===== src/rtl/fpx_pkg.sv =====
package fpx_pkg;
  localparam int NF       = 5;
  localparam int RM_LO    = 0;
  localparam int RM_W     = 2;
  localparam int FLAG_LO  = RM_LO + RM_W;
  localparam int FLAG_HI  = FLAG_LO + NF - 1;
  localparam int EN_LO    = FLAG_HI + 1;
  localparam int EN_HI    = EN_LO + NF - 1;
  localparam int CAUSE_LO = EN_HI + 1;
  localparam int CAUSE_HI = CAUSE_LO + NF;
  localparam int DN_BIT   = CAUSE_HI + 1;
  localparam int MIN_W    = DN_BIT + 1;

  typedef logic [NF-1:0] fpx_vec_t;
endpackage


===== src/rtl/fpx_cause_gen.sv =====
module fpx_cause_gen
  import fpx_pkg::*;
(
  input  logic [NF-1:0] flags,
  input  logic          rsqrt,
  output logic [NF-1:0] cause
);
  logic others_raised;
  assign others_raised = |flags[NF-1:1];

  for (genvar i = 0; i < NF; i++) begin : g_map
    if (i == 0) begin : g_inexact
      assign cause[i] = flags[i] | (rsqrt & ~others_raised);
    end else begin : g_plain
      assign cause[i] = flags[i];
    end
  end
endmodule


===== src/rtl/fpx_trap_unit.sv =====
module fpx_trap_unit
  import fpx_pkg::*;
#(
  parameter int              VEC_W    = 12,
  parameter logic [VEC_W-1:0] TRAP_VEC = 12'h120
) (
  input  logic             clk,
  input  logic             rst,
  input  logic             fire,
  input  logic [NF-1:0]    cause,
  input  logic [NF-1:0]    enable,
  output logic             trap_req,
  output logic [VEC_W-1:0] trap_vec
);
  logic hit;
  assign hit = fire & (|(cause & enable));

  always_ff @(posedge clk) begin
    if (rst) begin
      trap_req <= 1'b0;
      trap_vec <= '0;
    end else begin
      trap_req <= hit;
      trap_vec <= hit ? TRAP_VEC : '0;
    end
  end


  trap_vec_chk: assert property (@(posedge clk) disable iff (rst)
    trap_req |-> (trap_vec == TRAP_VEC));


  trap_src_chk: assert property (@(posedge clk) disable iff (rst)
    !fire |=> !trap_req);
endmodule


===== src/rtl/fpx_mode_export.sv =====
module fpx_mode_export
  import fpx_pkg::*;
#(
  parameter logic [RM_W-1:0] RZ_CODE = 2'b01
) (
  input  logic            clk,
  input  logic            rst,
  input  logic            wr,
  input  logic [RM_W-1:0] rm_in,
  input  logic            dn_in,
  output logic            rnd_to_zero,
  output logic            flush_den
);
  always_ff @(posedge clk) begin
    if (rst) begin
      rnd_to_zero <= 1'b0;
      flush_den   <= 1'b0;
    end else if (wr) begin
      rnd_to_zero <= (rm_in == RZ_CODE);
      flush_den   <= dn_in;
    end
  end


  dn_hold_chk: assert property (@(posedge clk) disable iff (rst)
    !wr |=> $stable(flush_den));
endmodule


===== src/rtl/fpx_status_reg.sv =====
module fpx_status_reg
  import fpx_pkg::*;
#(
  parameter int                DATA_W   = 32,
  parameter int                VEC_W    = 12,
  parameter logic [VEC_W-1:0]  TRAP_VEC = 12'h120,
  parameter logic [DATA_W-1:0] WR_MASK  = 32'h0007_FFFF,
  parameter logic [RM_W-1:0]   RZ_CODE  = 2'b01
) (
  input  logic              clk,
  input  logic              rst,
  input  logic              op_done,
  input  logic [NF-1:0]     op_flags,
  input  logic              op_rsqrt,
  input  logic              sw_wr,
  input  logic [DATA_W-1:0] sw_wdata,
  output logic [DATA_W-1:0] csr_q,
  output logic              trap_req,
  output logic [VEC_W-1:0]  trap_vec,
  output logic              rnd_to_zero,
  output logic              flush_den
);
  localparam int CW = CAUSE_HI - CAUSE_LO + 1;

  initial begin
    if (DATA_W < MIN_W) $error("DATA_W too small for field layout");
  end

  logic [NF-1:0] new_cause;
  logic          op_fire;

  assign op_fire = op_done & ~sw_wr;

  fpx_cause_gen u_cause (
    .flags (op_flags),
    .rsqrt (op_rsqrt),
    .cause (new_cause)
  );

  always_ff @(posedge clk) begin
    if (rst) begin
      csr_q <= '0;
    end else if (sw_wr) begin
      csr_q <= sw_wdata & WR_MASK;
    end else if (op_done) begin
      csr_q[CAUSE_HI:CAUSE_LO] <= CW'(new_cause);
      csr_q[FLAG_HI:FLAG_LO]   <= csr_q[FLAG_HI:FLAG_LO] | new_cause;
    end
  end

  fpx_trap_unit #(.VEC_W(VEC_W), .TRAP_VEC(TRAP_VEC)) u_trap (
    .clk      (clk),
    .rst      (rst),
    .fire     (op_fire),
    .cause    (new_cause),
    .enable   (csr_q[EN_HI:EN_LO]),
    .trap_req (trap_req),
    .trap_vec (trap_vec)
  );

  fpx_mode_export #(.RZ_CODE(RZ_CODE)) u_mode (
    .clk         (clk),
    .rst         (rst),
    .wr          (sw_wr),
    .rm_in       (sw_wdata[RM_LO+RM_W-1:RM_LO]),
    .dn_in       (sw_wdata[DN_BIT]),
    .rnd_to_zero (rnd_to_zero),
    .flush_den   (flush_den)
  );


  err_cause_clr_chk: assert property (@(posedge clk) disable iff (rst)
    op_fire |=> !csr_q[CAUSE_HI]);


  sticky_keep_chk: assert property (@(posedge clk) disable iff (rst)
    !sw_wr |=> ((csr_q[FLAG_HI:FLAG_LO] & $past(csr_q[FLAG_HI:FLAG_LO]))
                == $past(csr_q[FLAG_HI:FLAG_LO])));


  enable_hold_chk: assert property (@(posedge clk) disable iff (rst)
    !sw_wr |=> $stable(csr_q[EN_HI:EN_LO]));


  wr_mask_chk: assert property (@(posedge clk) disable iff (rst)
    sw_wr |=> (csr_q == ($past(sw_wdata) & WR_MASK)));


  rz_decode_chk: assert property (@(posedge clk) disable iff (rst)
    sw_wr |=> (rnd_to_zero == ($past(sw_wdata[RM_LO+RM_W-1:RM_LO]) == RZ_CODE)));


  wr_wins_chk: assert property (@(posedge clk) disable iff (rst)
    sw_wr |=> !trap_req);
endmodule


===== config.mk =====
export PLATFORM = sky130hd
export DESIGN_NAME = fpx_status_reg
export DESIGN_NICKNAME = d
export VERILOG_FILES = /design/src/rtl/fpx_pkg.sv /design/src/rtl/fpx_cause_gen.sv /design/src/rtl/fpx_trap_unit.sv /design/src/rtl/fpx_mode_export.sv /design/src/rtl/fpx_status_reg.sv
export SDC_FILE = /design/constraint.sdc
export NUM_CORES = 1
export LEC_CHECK = 0
export ABC_AREA = 1
export ABC_CLOCK_PERIOD_IN_PS = 1300
export BUFFER_PORTS_ARGS = -buffer_cell sky130_fd_sc_hd__buf_2
export CELL_PAD_IN_SITES_DETAIL_PLACEMENT = 0
export CELL_PAD_IN_SITES_GLOBAL_PLACEMENT = 1
export CORE_ASPECT_RATIO = 1.1
export CORE_MARGIN = 10
export CORE_UTILIZATION = 26
export CTS_CLUSTER_DIAMETER = 30
export DETAILED_ROUTE_END_ITERATION = 16
export PLACE_DENSITY_LB_ADDON = 0.25
export REMOVE_ABC_BUFFERS = 1
export SYNTH_ARGS = -nofsm -noshare
export SYNTH_HDL_FRONTEND = slang
export SYNTH_HIERARCHICAL = 1
export SYNTH_SLANG_ARGS = --single-unit

===== constraint.sdc =====
create_clock -name clk -period 1.3 [get_ports clk]
set_clock_uncertainty 0.2 [all_clocks]
set_input_delay 0.26 -clock clk [delete_from_list [all_inputs] [get_ports clk]]
set_output_delay 0.26 -clock clk [all_outputs]
set_load 0.02 [all_outputs]

== Word-level counts from Yosys, hierarchy flattened ==
Index checks and enable logic that the tools add are counted.

* Register bits: 34
* Latch bits: 0
* RAM bits: 0
* Memory bits (read-only): 0
* Bits of input ports: 42
* Output and inout bits: 47
* Memories: 0

* $add $sub $neg: 0
* Multiply operators: 0
* Div/mod/pow operators: 0
* Magnitude comparators: 0
* Eq/ne operators: 1
* Shift operators: 0
* Muxes and demuxes: 5
* Bitwise logic cells: 8
* Reduce and logical (&&, ||, !) cells: 3

{| class="wikitable"
|+ Operator list
! cell !! number
|-
| two-way mux 6 bit || 2
|-
| two-way mux 5 bit || 2
|-
| two-way mux 9 bit || 1
|-
| bitwise AND 5 bit || 1
|-
| OR 5 bit || 1
|-
| OR reduction 5 bit || 1
|-
| OR reduction 4 bit || 1
|-
| bitwise AND 1 bit || 3
|-
| == test 2 x 1 -> 1 bit (second input constant) || 1
|-
| inverter 1 bit || 2
|-
| nonzero test 2 bit || 1
|-
| OR 1 bit || 1
|}

== Longest topological paths before layout ==
Gate-level depths: netlist of the first run.

* Depth in word-level cells: 8
* Depth in mapped cells: 7

== Modules after synthesis ==
Netlist of the first run, hierarchy kept.

{| class="wikitable"
|+ Modules (own cells, without submodules)
! module !! times used !! cells each !! area an instance (µm²)
|-
| fpx_status_reg || 1 || 120 || 902.1
|-
| fpx_trap_unit || 1 || 25 || 158.9
|-
| fpx_mode_export || 1 || 11 || 81.3
|-
| fpx_cause_gen || 1 || 9 || 50.0
|}

== Worst setup path before layout of the first run ==
No wires, ideal clock.

* Path kind: register -> output
* Start: register u_trap.trap_vec[5]
* End: output port trap_vec[5]
* Data arrival time: 0.617 ns
* Data required time: 0.840 ns
* Path slack: 0.223 ns
* Stages on the path, launching flop included: 2
* Buffers on the path: 1
* Path through: dfxtp_1 -> buf_4

{| class="wikitable"
|+ RTL lines
! what !! line !! text
|-
| start, declared || fpx_trap_unit.sv:13 || <nowiki>output logic [VEC_W-1:0] trap_vec</nowiki>
|-
| start signal, assigned || fpx_trap_unit.sv:24 || <nowiki>trap_vec <= hit ? TRAP_VEC : '0;</nowiki>
|-
| end, declared || fpx_status_reg.sv:19 || <nowiki>output logic [VEC_W-1:0] trap_vec,</nowiki>
|}

No word-level cell between the ends.

== Final worst setup path of the first run ==
* Start: register csr_q[7]
* End: output port csr_q[7]

{| class="wikitable"
|+ RTL lines
! what !! line !! text
|-
| start, declared || fpx_status_reg.sv:17 || <nowiki>output logic [DATA_W-1:0] csr_q,</nowiki>
|-
| start signal, assigned || fpx_status_reg.sv:44 || <nowiki>csr_q <= sw_wdata & WR_MASK;</nowiki>
|-
| start signal, assigned by index || fpx_status_reg.sv:46 || <nowiki>csr_q[CAUSE_HI:CAUSE_LO] <= CW'(new_cause);</nowiki>
|-
| start signal, assigned by index || fpx_status_reg.sv:47 || <nowiki>csr_q[FLAG_HI:FLAG_LO] <= csr_q[FLAG_HI:FLAG_LO] | new_cause;</nowiki>
|}

No word-level cell between the ends.

==> results of run 1 <==
per-stage QoR:
step | area (um^2) | instances | utilization [%]
3_5_place_dp | 1390 | 263 | 31.74
4_1_cts | 1431 | 266 | 32.69
5_1_grt | 1438 | 266 | 32.83
6_report | 1438 | 266 | 32.83
2_1_floorplan | 999.7 | 152 | -
3_3_place_gp | 1390 | 263 | 31.74
cell families (layout without fill, tap and decap cells):
family	count (synthesis)	count (layout)	share of synthesized area, %
buffers and inverters	52	78	28.86
AND/OR/NAND/NOR	67	67	24.03
other	2	23	0.6298
flip-flops	22	22	36.94
AO/OA/AOI/OAI	22	22	9.549
worst min-delay path, cell delays in order:
cell and delay (ps):
buf_2 70, nor2_1 30, nor2_1 80
power by group through the flow:
stage	Combinational, mW	Clock [mW]	Sequential (mW)
after detailed placement	0.378	0	0.759
after global routing	0.418	0.471	0.750
after global placement	0.378	0	0.759
final	0.375	0.413	0.744
after CTS	0.378	0.433	0.744
after floorplan	0.152	0	0.819
how the worst min path moves through the flow:
stage | from | depth (start not counted) | endpoint | slack (ps)
2_1_floorplan | rst | 1 | csr_q[17]$_SDFFE_PP0P_ | 130
3_3_place_gp | csr_q[17]$_SDFFE_PP0P_ | 2 | csr_q[17]$_SDFFE_PP0P_ | 250
3_5_place_dp | csr_q[17]$_SDFFE_PP0P_ | 2 | csr_q[17]$_SDFFE_PP0P_ | 250
4_1_cts | sw_wdata[9] | 3 | csr_q[9]$_SDFFE_PP0P_ | 20
5_1_grt | sw_wdata[9] | 3 | csr_q[9]$_SDFFE_PP0P_ | 20
6_report | sw_wdata[9] | 3 | csr_q[9]$_SDFFE_PP0P_ | 20
sequential cells by signal (all words and copies together) (netlist names):
register and count:
csr_q 19, u_mode/flush_den 1, u_mode/rnd_to_zero 1, u_trap/trap_vec 1
cell usage after synthesis:
cell,instances
buf_4,32
nand2_1,29
nor2_1,24
dfxtp_1,22
inv_1,16
nand3_1,10
o21ai_0,8
o21ai_1,7
a21oi_1,6
conb_1,2
nand3_2,2
a21oi_2,1
buf_12,1
buf_6,1
inv_2,1
inv_6,1
nand2_2,1
nor2_4,1
cell type report:
| cell class | instances | area share [%] |
|---|---|---|
| well taps | 54 | 4.700 |
| inverters | 18 | 5.048 |
| multi-input cells | 112 | 33.86 |
| clock buffers | 3 | 2.872 |
| repair buffers | 57 | 22.80 |
| flip-flops and latches | 22 | 30.72 |
cells in the final DEF (no fill, tap or decap):
master,n
a21oi_1,6
nand3_2,2
buf_12,2
o21ai_1,7
nor2_1,24
inv_2,1
inv_6,1
nand2_2,1
a21oi_2,1
inv_1,16
buf_4,5
conb_1,23
nand2_1,29
dfxtp_1,21
nor2_4,1
clkbuf_8,3
o21ai_0,8
buf_2,50
dfxtp_2,1
nand3_1,10
timing repair:
| item | in CTS | in global routing |
|---|---|---|
| hold buffers | 0 | 0 |
| resized for setup | 0 | 3 |
| setup endpoints to repair | 0 | 4 |
per-layer routing:
| metal | GRT usage, % | part of all wire (%) |
|---|---|---|
| met1 | 8.342 | 40 |
| met2 | 13.66 | 48 |
| met3 | 4.736 | 12 |
| met4 | 2.473 | 0.43 |
| met5 | 0 | 0 |
==> results.py, run 1 <==
metrics = {
    "layout": {
        "multi_input_area_um2": 486.7,
        "drive_gt1_share_pct": 32.08,
        "seq_area_um2": 441.7,
        "area_growth_pct": 20.57,
        "n_fill_cell": 507,
        "layout.nets": 256,
        "diodes": 0,
    },
    "critical_path": {
        "reg2reg_slack_ps": 410,
        "crit_fanout": 3,
        "crit_end": "csr_q[7]",
        "cp_num_buf_inv": 1,
        "r2r-end": "u_trap/trap_vec[5]$_SDFF_PP0_",
        "worstSetupEndpointType": "primary output",
        "crit_cells": 1,
        "cp_cell_sequence": "buf_2",
        "cpPeakStageDelay_ps": 360,
        "startpoint": "csr_q[7]$_SDFFE_PP0P_",
        "rr_startpoint": "csr_q[7]$_SDFFE_PP0P_",
        "required_ps": 840,
        "crit_type": "register to primary output",
        "cp_top_family": "flip-flops",
        "reg2reg_depth": 4,
        "worstPathArrival_ps": 790,
        "cp-start-kind": "register",
        "critPathSlowestCell": "dfxtp_1",
    },
    "clocking": {
        "cts_buffer_depth": 2,
        "cts_tree": "yes",
        "h-tree-depth": 1,
        "clk_pin_slew_worst_paths_ps": 80,
        "cts-root-buf": "clkbuf_8",
        "cts_buffers": 3,
        "clock_latency_ps": 250,
        "cts_sinks": 22,
        "cts_setup_buffers": 0,
    },
    "die": {
        "die_w_um": 84.57,
        "start_util_pct": 27.23,
        "io_pins": 89,
        "num_rows": 25,
        "core_um2": 4379,
        "dieArea_um2": 7698,
        "die_y_um": 91.03,
    },
    "power_and_ir_drop": {
        "combPwrFrac_pct": 24.5,
        "finalPower_mw": 1.532,
        "p_switching_uw": 478.5,
        "internal_power_mw": 1.053,
        "p_seq_share_pct": 48.6,
        "p_leak_nw": 0.8204,
        "ir_drop_mv": 0.4119,
        "swShare_pct": 31.24,
        "powerDensity_nw_per_um2": 1065,
        "clock_power_share_pct": 26.9,
    },
    "route": {
        "first_iter_violations": 35,
        "wl_per_cell_um": 12.36,
        "routed_wl_mm": 3.287,
        "dr.pass1.iters": 4,
        "num_vias": 1036,
        "postRouteAntennaNets": 0,
        "via_per_inst": 3.895,
        "drc": 0,
    },
    "global_routing": {
        "antenna_found_initial": 0,
        "grt_pass1_wl_mm": 5.299,
        "grtUsageTotal_pct": 8.137,
        "grt_start_max_net_pins": 14,
        "grt_pass1_vias": 1131,
        "overflow": 0,
    },
    "sta": {
        "timing.fmax_ghz": 0.7988,
        "tns_ps": 0,
        "worst_slack_ps": 48.17,
        "whs_ps": 24.49,
        "rsz0062_at_grt": "false",
        "setup_viol": 0,
        "slew_violations": 0,
        "finalCriticalPeriod_ps": 1252,
        "hold_viol_final": 0,
        "period_share_pct": 96.29,
    },
    "synth": {
        "ys_ff_latch": 22,
        "syn_area_um2": 1192,
        "synth.distinct_cells": 18,
        "syn_inst": 165,
        "synth_top_area_share_pct": 36.94,
        "yosysSeqAreaShare_pct": 36.94,
        "synth_top_cell_by_area": "dfxtp_1",
        "synth_warnings": 6,
        "synthTopCellsByArea": "dfxtp_1 37%, buf_4 20%, nand2_1 9.1%, nor2_1 7.6%, inv_1 5.0%",
        "avgSynthCellArea_um2": 7.227,
    },
    "worst_hold_path": {
        "hold_path_class": "input port to register",
    },
    "run": {
        "maxCapViolCount": 0,
    },
    "placement": {
        "dpl.hpwl_mm": 2.793,
        "dp_slack_ps": 18.00,
        "routabilityCongestion": 0.6597,
        "port_buffers": 52,
    },
    "run_status": {
        "status": "finished, final reports clean",
    },
}
No activity file was read; power rests on OpenSTA's default activity.
==> inputs of run 2 (changes only) <==
- ABC_AREA: 1 -> not set
- CORE_UTILIZATION: 26 -> 27
==> results.py, run 2 <==
metrics = {
    "die": {
        "die_y_um": 88.33,
        "start_util_pct": 28.48,
        "dieArea_um2": 7254,
        "die_w_um": 82.12,
        "num_rows": 24,
        "io_pins": 89,
        "core_um2": 4024,
    },
    "critical_path": {
        "required_ps": 1290,
        "worstSetupEndpointType": "register",
        "crit_type": "input port to register",
        "crit_fanout": 3,
        "worstPathArrival_ps": 1350,
        "cp-start-kind": "input port",
    },
    "synth": {
        "synthTopCellsByArea": "dfxtp_1 38%, buf_4 20%, mux2i_1 12%, a211oi_1 6.6%, nor2b_1 6.0%",
        "yosysSeqAreaShare_pct": 38.43,
        "synth_top_cell_by_area": "dfxtp_1",
        "synth.most_common_cell": "buf_4",
        "avgSynthCellArea_um2": 9.472,
        "postSynth.topFlopCell": "dfxtp_1",
        "ys_ff_latch": 22,
        "synth_edf_count": 0,
        "synth.distinct_cells": 21,
        "synth_top_area_share_pct": 38.43,
        "synthArstFlopShare_pct": 0,
        "synth_warnings": 6,
        "syn_area_um2": 1146,
        "syn_inst": 121,
        "netlist_top_cells_count": "31 x buf_4, 22 x dfxtp_1, 14 x mux2i_1",
    },
    "placement": {
        "dp.cells": 218,
        "dpl_cell_area_um2": 1338,
        "routabilityCongestion": 0.7102,
        "port_buffers": 52,
        "dpl.hpwl_mm": 2.726,
    },
    "sta": {
        "slew_violations": 0,
        "worst_slack_ps": -67.31,
        "setup_viol": 1,
        "finalCriticalPeriod_ps": 1367,
        "hold_viol_final": 0,
        "rsz0062_at_grt": "true",
        "tns_ps": -67.31,
        "timing.fmax_ghz": 0.7314,
        "period_share_pct": 105.2,
    },
    "route": {
        "via_per_inst": 4.185,
        "dr.pass1.iters": 4,
        "drc": 0,
        "first_iter_violations": 13,
        "wl_per_cell_um": 14.65,
        "num_vias": 929,
        "routed_wl_mm": 3.252,
        "postRouteAntennaNets": 0,
    },
    "global_routing": {
        "overflow": 0,
        "grtUsageTotal_pct": 8.560,
        "antenna_found_initial": 0,
        "grt_pass1_vias": 1001,
        "grt_pass1_wl_mm": 4.968,
        "grt_start_max_net_pins": 18,
    },
    "layout": {
        "final_common_cell": "buf_2",
        "layout.nets": 213,
        "finalNonFillerCells": 222,
        "mostFrequentLayoutCells": "46 x buf_2, 23 x conb_1, 21 x dfxtp_1",
        "area_growth_pct": 26.31,
        "largest-register": "csr_q",
        "drive_gt1_share_pct": 40.00,
        "n_fill_cell": 444,
        "largest_reg_flops": 19,
        "diodes": 0,
        "fin_area_um2": 1448,
    },
    "clocking": {
        "cts-root-buf": "clkbuf_8",
        "cts_buffer_depth": 2,
        "clk_pin_slew_worst_paths_ps": 90,
        "h-tree-depth": 1,
        "cts_setup_buffers": 0,
        "cts_tree": "yes",
        "cts_buffers": 3,
        "clock_latency_ps": 260,
        "cts_sinks": 22,
    },
    "power_and_ir_drop": {
        "ir_drop_mv": 0.5216,
        "powerDensity_nw_per_um2": 1205,
        "finalPower_mw": 1.745,
        "p_leak_nw": 0.7293,
    },
    "run_status": {
        "violations": "negative setup slack",
        "status": "finished, violations left",
    },
    "worst_hold_path": {
        "hold_path_class": "input port to register",
    },
    "run": {
        "maxCapViolCount": 0,
    },
}
## run 2: final timing paths
kind                                                 startpoint                               to  cells past startpoint  slack [ps]
worst min register to register  u_mode/rnd_to_zero$_SDFFE_PP0P_  u_mode/rnd_to_zero$_SDFFE_PP0P_                      2         290
worst max register to register           csr_q[10]$_SDFFE_PP0P_    u_trap/trap_vec[5]$_SDFF_PP0_                      2         180
worst min-delay path                                sw_wdata[9]            csr_q[9]$_SDFFE_PP0P_                      3          30
worst max-delay path                                op_flags[4]           csr_q[12]$_SDFFE_PP0P_                      5         -70
## run 2: kinds of logic (layout without fill, tap and decap cells)
group | count (synthesis) | count (layout) | synth area share [%]
compound gates | 16 | 16 | 10.37
buf+inv | 36 | 64 | 23.47
flops | 22 | 22 | 38.43
mux | 14 | 14 | 12.23
other cells | 2 | 23 | 0.6553
simple gates | 31 | 31 | 14.85
## run 2: power breakdown
part           total [mW]  internal, mW  switching [mW]
Clock               0.638         0.411           0.226
Combinational       0.365         0.138           0.227
Sequential          0.743         0.718          0.0244
Total                1.74          1.27           0.478
## run 2: final cells by class
cell class / count / area (um^2) / share of cell area (%)
Clock inverter: 1 / 30.03 / 2.074
Clock buffer: 3 / 41.29 / 2.852
Inverter: 1 / 3.754 / 0.2593
Multi-Input combinational cell: 84 / 530.5 / 36.65
Tap cell: 52 / 65.06 / 4.494
Sequential cell: 22 / 441.7 / 30.51
Timing Repair Buffer: 59 / 335.3 / 23.16
## run 2: metrics by stage
step	worst slack, ps	hold slack (ps)	utilization [%]
after floorplan	-237.1	122.4	-
after CTS	-117.7	21.44	35.39
after global placement	-402.8	266.7	33.24
after detailed placement	-428.1	277.2	33.24
final	-67.31	28.70	35.98
after global routing	-115.0	41.06	35.98
## run 2: repair_timing
item                       in CTS  in global routing
hold endpoints to repair        0                  0
gates resized for setup         3                  7
hold buffers                    0                  0
setup endpoints to repair       4                  7
pin swaps                       7                  3
## run 2: metal layers
layer  GRT usage (%)  up-vias  routed length [um]
met3           4.564        4                 418
met2           14.69       48                1582
met5               0        -                   0
met4           1.858        0                  14
li1                -      454                   -
met1           9.064      423                1236
## run 2: critical path, stage by stage
cell      delay (ps)
buf_6             90
or4b_4           550
o21bai_4         150
mux2i_1           90
a211oi_1         220
